**src/rtl/ssb_pkg.sv**
```systemverilog
// Shared helpers for the store buffer.
// Assumes tag widths below 32 bits.
package ssb_pkg;

    // True when tag a is older than tag b under wrapping sequence numbers.
    function automatic logic tag_older(input logic [31:0] a,
                                       input logic [31:0] b,
                                       input int unsigned w);
        logic [31:0] msk;
        logic [31:0] dif;
        msk = (32'd1 << w) - 32'd1;
        dif = (a - b) & msk;
        return dif[w-1];
    endfunction

endpackage

```
**src/rtl/ssb_alloc.sv**
```systemverilog
// Free-entry picker: returns the lowest-numbered empty entry and
// raises full when every entry is occupied.
module ssb_alloc #(
    parameter int NUM_ENT = 4,
    parameter int IDX_W   = 2
) (
    input  logic [NUM_ENT-1:0] vld,
    output logic               full,
    output logic [IDX_W-1:0]   free_idx
);

    // Priority scan over the occupancy mask.
    always_comb begin
        logic found;
        found    = 1'b0;
        free_idx = '0;
        for (int i = 0; i < NUM_ENT; i++) begin
            if (!vld[i] && !found) begin
                free_idx = IDX_W'(i);
                found    = 1'b1;
            end
        end
        full = &vld;
    end

endmodule

```
**src/rtl/ssb_drain_sel.sv**
```systemverilog
// Drain selector: among valid committed entries, picks the one with the
// oldest sequence tag. Assumes at most one entry per tag.
module ssb_drain_sel #(
    parameter int NUM_ENT = 4,
    parameter int TAG_W   = 4,
    parameter int IDX_W   = 2
) (
    input  logic [NUM_ENT-1:0]            vld,
    input  logic [NUM_ENT-1:0]            spec,
    input  logic [NUM_ENT-1:0][TAG_W-1:0] tags,
    output logic                          sel_valid,
    output logic [IDX_W-1:0]              sel_idx
);
    import ssb_pkg::*;

    // Age-ordered reduction over committed entries.
    always_comb begin
        logic [TAG_W-1:0] best;
        best      = '0;
        sel_valid = 1'b0;
        sel_idx   = '0;
        for (int i = 0; i < NUM_ENT; i++) begin
            if (vld[i] && !spec[i] &&
                (!sel_valid || tag_older(32'(tags[i]), 32'(best), TAG_W))) begin
                sel_valid = 1'b1;
                sel_idx   = IDX_W'(i);
                best      = tags[i];
            end
        end
    end

endmodule

```
**src/rtl/ssb_fwd.sv**
```systemverilog
// Load forwarding: finds the youngest buffered store with a matching
// address whose tag is strictly older than the load tag.
module ssb_fwd #(
    parameter int NUM_ENT = 4,
    parameter int TAG_W   = 4,
    parameter int ADDR_W  = 16,
    parameter int DATA_W  = 16
) (
    input  logic                           ld_valid,
    input  logic [TAG_W-1:0]               ld_tag,
    input  logic [ADDR_W-1:0]              ld_addr,
    input  logic [NUM_ENT-1:0]             vld,
    input  logic [NUM_ENT-1:0][TAG_W-1:0]  tags,
    input  logic [NUM_ENT-1:0][ADDR_W-1:0] addrs,
    input  logic [NUM_ENT-1:0][DATA_W-1:0] datas,
    output logic                           hit,
    output logic [DATA_W-1:0]              data
);
    import ssb_pkg::*;

    // Youngest-older match reduction.
    always_comb begin
        logic [TAG_W-1:0] best;
        logic             match;
        best = '0;
        hit  = 1'b0;
        data = '0;
        for (int i = 0; i < NUM_ENT; i++) begin
            match = ld_valid && vld[i] && (addrs[i] == ld_addr) &&
                    tag_older(32'(tags[i]), 32'(ld_tag), TAG_W);
            if (match && (!hit || tag_older(32'(best), 32'(tags[i]), TAG_W))) begin
                hit  = 1'b1;
                best = tags[i];
                data = datas[i];
            end
        end
    end

endmodule

```
**src/rtl/spec_store_buf.sv**
```systemverilog
// Speculative store buffer top. Holds executed stores until commit and
// committed stores until the cache takes them. Assumes tags of live
// stores are unique and span less than half the tag space.
module spec_store_buf #(
    parameter int NUM_ENT = 4,
    parameter int TAG_W   = 4,
    parameter int ADDR_W  = 16,
    parameter int DATA_W  = 16
) (
    input  logic              clk,
    input  logic              rst_n,
    input  logic              alloc_valid_i,
    input  logic [TAG_W-1:0]  alloc_tag_i,
    input  logic [ADDR_W-1:0] alloc_addr_i,
    input  logic [DATA_W-1:0] alloc_data_i,
    output logic              alloc_full_o,
    input  logic              commit_valid_i,
    input  logic [TAG_W-1:0]  commit_tag_i,
    input  logic              abort_valid_i,
    input  logic [TAG_W-1:0]  abort_tag_i,
    input  logic              flush_i,
    input  logic              ld_valid_i,
    input  logic [TAG_W-1:0]  ld_tag_i,
    input  logic [ADDR_W-1:0] ld_addr_i,
    output logic              ld_hit_o,
    output logic [DATA_W-1:0] ld_data_o,
    output logic              drn_valid_o,
    output logic [ADDR_W-1:0] drn_addr_o,
    output logic [DATA_W-1:0] drn_data_o,
    input  logic              drn_ready_i
);
    localparam int IDX_W = (NUM_ENT > 1) ? $clog2(NUM_ENT) : 1;

    logic [NUM_ENT-1:0]             vld_q;
    logic [NUM_ENT-1:0]             spec_q;
    logic [NUM_ENT-1:0][TAG_W-1:0]  tag_q;
    logic [NUM_ENT-1:0][ADDR_W-1:0] addr_q;
    logic [NUM_ENT-1:0][DATA_W-1:0] data_q;
    logic [IDX_W-1:0]               free_idx;
    logic [IDX_W-1:0]               drn_idx;
    logic                           alloc_fire;
    logic                           drain_fire;

    ssb_alloc #(.NUM_ENT(NUM_ENT), .IDX_W(IDX_W)) alloc_i (
        .vld      (vld_q),
        .full     (alloc_full_o),
        .free_idx (free_idx)
    );

    ssb_drain_sel #(.NUM_ENT(NUM_ENT), .TAG_W(TAG_W), .IDX_W(IDX_W)) drain_i (
        .vld       (vld_q),
        .spec      (spec_q),
        .tags      (tag_q),
        .sel_valid (drn_valid_o),
        .sel_idx   (drn_idx)
    );

    ssb_fwd #(.NUM_ENT(NUM_ENT), .TAG_W(TAG_W), .ADDR_W(ADDR_W), .DATA_W(DATA_W)) fwd_i (
        .ld_valid (ld_valid_i),
        .ld_tag   (ld_tag_i),
        .ld_addr  (ld_addr_i),
        .vld      (vld_q),
        .tags     (tag_q),
        .addrs    (addr_q),
        .datas    (data_q),
        .hit      (ld_hit_o),
        .data     (ld_data_o)
    );

    // Handshake qualifiers for allocation and drain.
    always_comb begin
        alloc_fire = alloc_valid_i && !alloc_full_o && !flush_i;
        drain_fire = drn_valid_o && drn_ready_i;
        drn_addr_o = addr_q[drn_idx];
        drn_data_o = data_q[drn_idx];
    end

    for (genvar e = 0; e < NUM_ENT; e++) begin : g_ent
        // Valid and speculative state transitions of one entry.
        always_ff @(posedge clk) begin
            if (!rst_n) begin
                vld_q[e]  <= 1'b0;
                spec_q[e] <= 1'b0;
            end else if (flush_i && vld_q[e] && spec_q[e]) begin
                vld_q[e]  <= 1'b0;
                spec_q[e] <= 1'b0;
            end else begin
                if (abort_valid_i && vld_q[e] && spec_q[e] && tag_q[e] == abort_tag_i)
                    vld_q[e] <= 1'b0;
                else if (commit_valid_i && vld_q[e] && spec_q[e] && tag_q[e] == commit_tag_i)
                    spec_q[e] <= 1'b0;
                if (drain_fire && drn_idx == IDX_W'(e))
                    vld_q[e] <= 1'b0;
                if (alloc_fire && free_idx == IDX_W'(e)) begin
                    vld_q[e]  <= 1'b1;
                    spec_q[e] <= 1'b1;
                end
            end
        end

        // Payload capture at allocation.
        always_ff @(posedge clk) begin
            if (alloc_fire && free_idx == IDX_W'(e)) begin
                tag_q[e]  <= alloc_tag_i;
                addr_q[e] <= alloc_addr_i;
                data_q[e] <= alloc_data_i;
            end
        end
    end

endmodule

```
**config.mk**
```make
export PLATFORM = sky130hd
export DESIGN_NAME = spec_store_buf
export DESIGN_NICKNAME = d
export VERILOG_FILES = /design/src/rtl/ssb_pkg.sv /design/src/rtl/ssb_alloc.sv /design/src/rtl/ssb_drain_sel.sv /design/src/rtl/ssb_fwd.sv /design/src/rtl/spec_store_buf.sv
export SDC_FILE = /design/constraint.sdc
export NUM_CORES = 1
export LEC_CHECK = 0
export BUFFER_PORTS_ARGS = -buffer_cell sky130_fd_sc_hd__buf_2
export CORE_MARGIN = 2
export CORE_UTILIZATION = 25
export CTS_CLUSTER_SIZE = 10
export DETAILED_ROUTE_END_ITERATION = 7
export PLACE_DENSITY = 0.39
export SLEW_MARGIN = 0
export SYNTH_ARGS = -nofsm -noshare
export SYNTH_HDL_FRONTEND = slang
export SYNTH_SLANG_ARGS = --single-unit
```
**constraint.sdc**
```tcl
create_clock -name clk -period 10.2 [get_ports clk]
set_input_delay 0.51 -clock clk [delete_from_list [all_inputs] [get_ports clk]]
set_output_delay 0.51 -clock clk [all_outputs]
set_load 0.02 [all_outputs]
```
==> flow_summary.ini <==
[status]
outcome = finished clean

[sta]
maxSlewHeadroom_pct = 48.7
finalCritPeriodShare_pct = 88.5
worst_pin_slew_ps = 763
worst_hold_slack_ps = 296
skew_ps = 13.2
rsz0062_at_grt = false
tns_ps = 0
hold_viol = 0
period_needed_ps = 9030
slew_viol_final = 0
final-setup-viol-count = 0
fmax_ghz = 0.111

[floorplan]
core_sq_mm = 0.0354
die_y_microns = 193
io_pins = 123
rows = 69
initial_core_util_pct = 25.3
die_x_microns = 193
die_area_sq_mm = 0.0373

[logic_synthesis]
synth_edf_count = 144
synth_area_leaders = edfxtp_1 48%, xor2_1 6.5%, xnor2_1 4.7%
yosysUniqueCellTypes = 66
avgSynthCellArea_sq_um = 11.5
syn_nets = 867
yosysSeqAreaShare_pct = 50.1
postSynthCellCount = 775
ys_warn_count = 0
yosys.area.top_type = edfxtp_1
synth-main-ff-cell = edfxtp_1
synth_top_area_share_pct = 48.3
synth_seq_cells = 152
async_flop_share_pct = 0
syn_area_sq_mm = 0.00895

[final_layout]
area_growth_syn_to_layout_pct = 19.6
mostFrequentLayoutCells = 144 x edfxtp_1, 122 x buf_2, 66 x xor2_1, 55 x nor2_1, 52 x a21oi_1
layout.nets = 985
seqCellArea_sq_mm = 0.00448
drive_gt1_share_pct = 23.1
layout_commonest_cell = edfxtp_1
finalInstanceArea_sq_mm = 0.0107
multi_input_area_sq_mm = 0.00423
num-fill-cells = 3663

[global_routing]
antenna_found_initial = 2
grt_max_degree = 54
grt-ovfl-total = 0
track_usage_pct = 15.2
grt_pass1_wl_microns = 41200
grt_pass1_vias = 6435

[routing]
wl_met2_microns = 13000
drt-total-wl_microns = 27600
dr.pass1.iters = 5
wl_met1_microns = 12900
viasPerCell = 4.66
wl_met3_microns = 1130
drc = 0
vias = 6379
first_iter_violations = 446
postRouteAntennaNets = 0
wire_per_inst_microns = 20.1
highest_layer = met5

[cts]
cts_max_level = 4
path_clk_slew_ps = 70
numCtsBuffers = 17
post_cts_resized = 0
cts_tree = yes
cts-root-buf = clkbuf_16
clk_path_buf_depth = 2
hold_buffers = 0
cts_sinks = 152
worstSkewPairLatency_ps = 430

[worst_hold_path]
min_path_type = in -> reg

[placed_design]
placed_area_sq_mm = 0.0100
detailed_place_hpwl_microns = 19800
portBuffers = 122
gp_congestion = 0.784

[setup_path]
critical_path_class = reg -> out
crit_path_max_fanout = 16
crit_arrival_ps = 8520
cp_slowest_cell = edfxtp_1
cp.required_ps = 9690
start_kind = register
cp_common_cell = a21oi_1
crit_path_max_incr_delay_ps = 580
worst_setup_path_end_kind = output port

[power]
power_mw = 1.54
p_leak_nw = 4.01
max-vdd-ir-drop_uv = 86.8
powerDensity_mw_per_mm2 = 143

[job]
maxCapViolCount = 0
==> worst max-delay path, delay by kind of cell, from the launching register on <==
family,cells,cell delay [ps]
compound gates,14,3130
simple gates,11,2080
fa+ha+maj,4,1130
flops,1,580
xor+xnor,2,450
buf+inv,2,350
mux,1,340
==> timing repair <==
item	CTS	global route
hold endpoints to repair	0	0
buffers inserted	0	1
endpoints found under the setup margin	0	16
==> path summary, 6_finish.rpt <==
check,endpoint,cells after the start,from,slack (ps)
max reg2reg,vld_q[3]$_SDFFE_PP0P_,24,vld_q[0]$_SDFFE_PP0P_,2850
min reg2reg,spec_q[3]$_SDFFE_PP0P_,2,spec_q[3]$_SDFFE_PP0P_,540
min,data_q[30]$_DFFE_PP_,1,alloc_data_i[14],300
max,ld_data_o[3],34,tag_q[2]$_DFFE_PP_,1170
==> per-stage QoR <==
step | std cells | util [%] | setup slack, ps
2_1_floorplan | 775 | - | 1970
3_3_place_gp | 1334 | 28.4 | 1090
3_5_place_dp | 1334 | 28.4 | 989
4_1_cts | 1366 | 30.2 | 696
5_1_grt | 1367 | 30.2 | 276
6_report | 1368 | 30.2 | 1170
==> Yosys cell counts (all sizes together), types with 3 or more instances <==
master,n
edfxtp,144
xor2,66
nor2,55
a21oi,54
mux2,49
xnor2,48
nand2,45
mux2i,34
o21ai,31
clkbuf,25
ha,20
nand3,19
a22oi,16
inv,15
nor4,15
nand4,11
nor3,11
buf,10
nand2b,9
dfxtp,8
or3,7
a21o,5
a31oi,5
and2,5
nand4b,5
o21a,5
and3,4
nand3b,4
nor2b,4
or4,4
a22o,3
nor3b,3
o211ai,3
o31a,3
o41ai,3
or2,3
==> cell families after synthesis <==
kind of cell,count (synthesis),synth area share [%]
mux,83,10.4
fa+ha+maj,20,2.80
simple gates,211,12.3
buf+inv,50,2.70
xor+xnor,114,11.2
flops,152,50.1
compound gates,145,10.5
==> cell type report <==
| class | instances | share of cell area, % |
|---|---|---|
| antenna | 1 | 0.0234 |
| inverter | 15 | 0.526 |
| clock inverter | 14 | 1.94 |
| multi-input combinational | 573 | 39.5 |
| timing repair buffer | 134 | 6.67 |
| tap | 461 | 5.39 |
| sequential | 152 | 41.9 |
| clock buffer | 18 | 4.01 |
==> state kept, by name, summed over array words and instances (netlist names) <==
signal / count
data_q: 64
addr_q: 64
spec_q: 4
vld_q: 4
tag_q: 16
==> routing by layer <==
metal,up-vias,GRT usage (%)
met2,122,24.5
met3,20,3.35
met1,3095,20.5
met4,2,4.20
met5,-,0
li1,3140,-
==> where the power goes <==
| part | switching [mW] | internal (mW) | total [mW] |
|---|---|---|---|
| Clock | 0.274 | 0.417 | 0.691 |
| Sequential | 0.0106 | 0.695 | 0.706 |
| Combinational | 0.0847 | 0.0541 | 0.139 |
| Total | 0.370 | 1.17 | 1.54 |
Power figures use the tool's default switching activity.
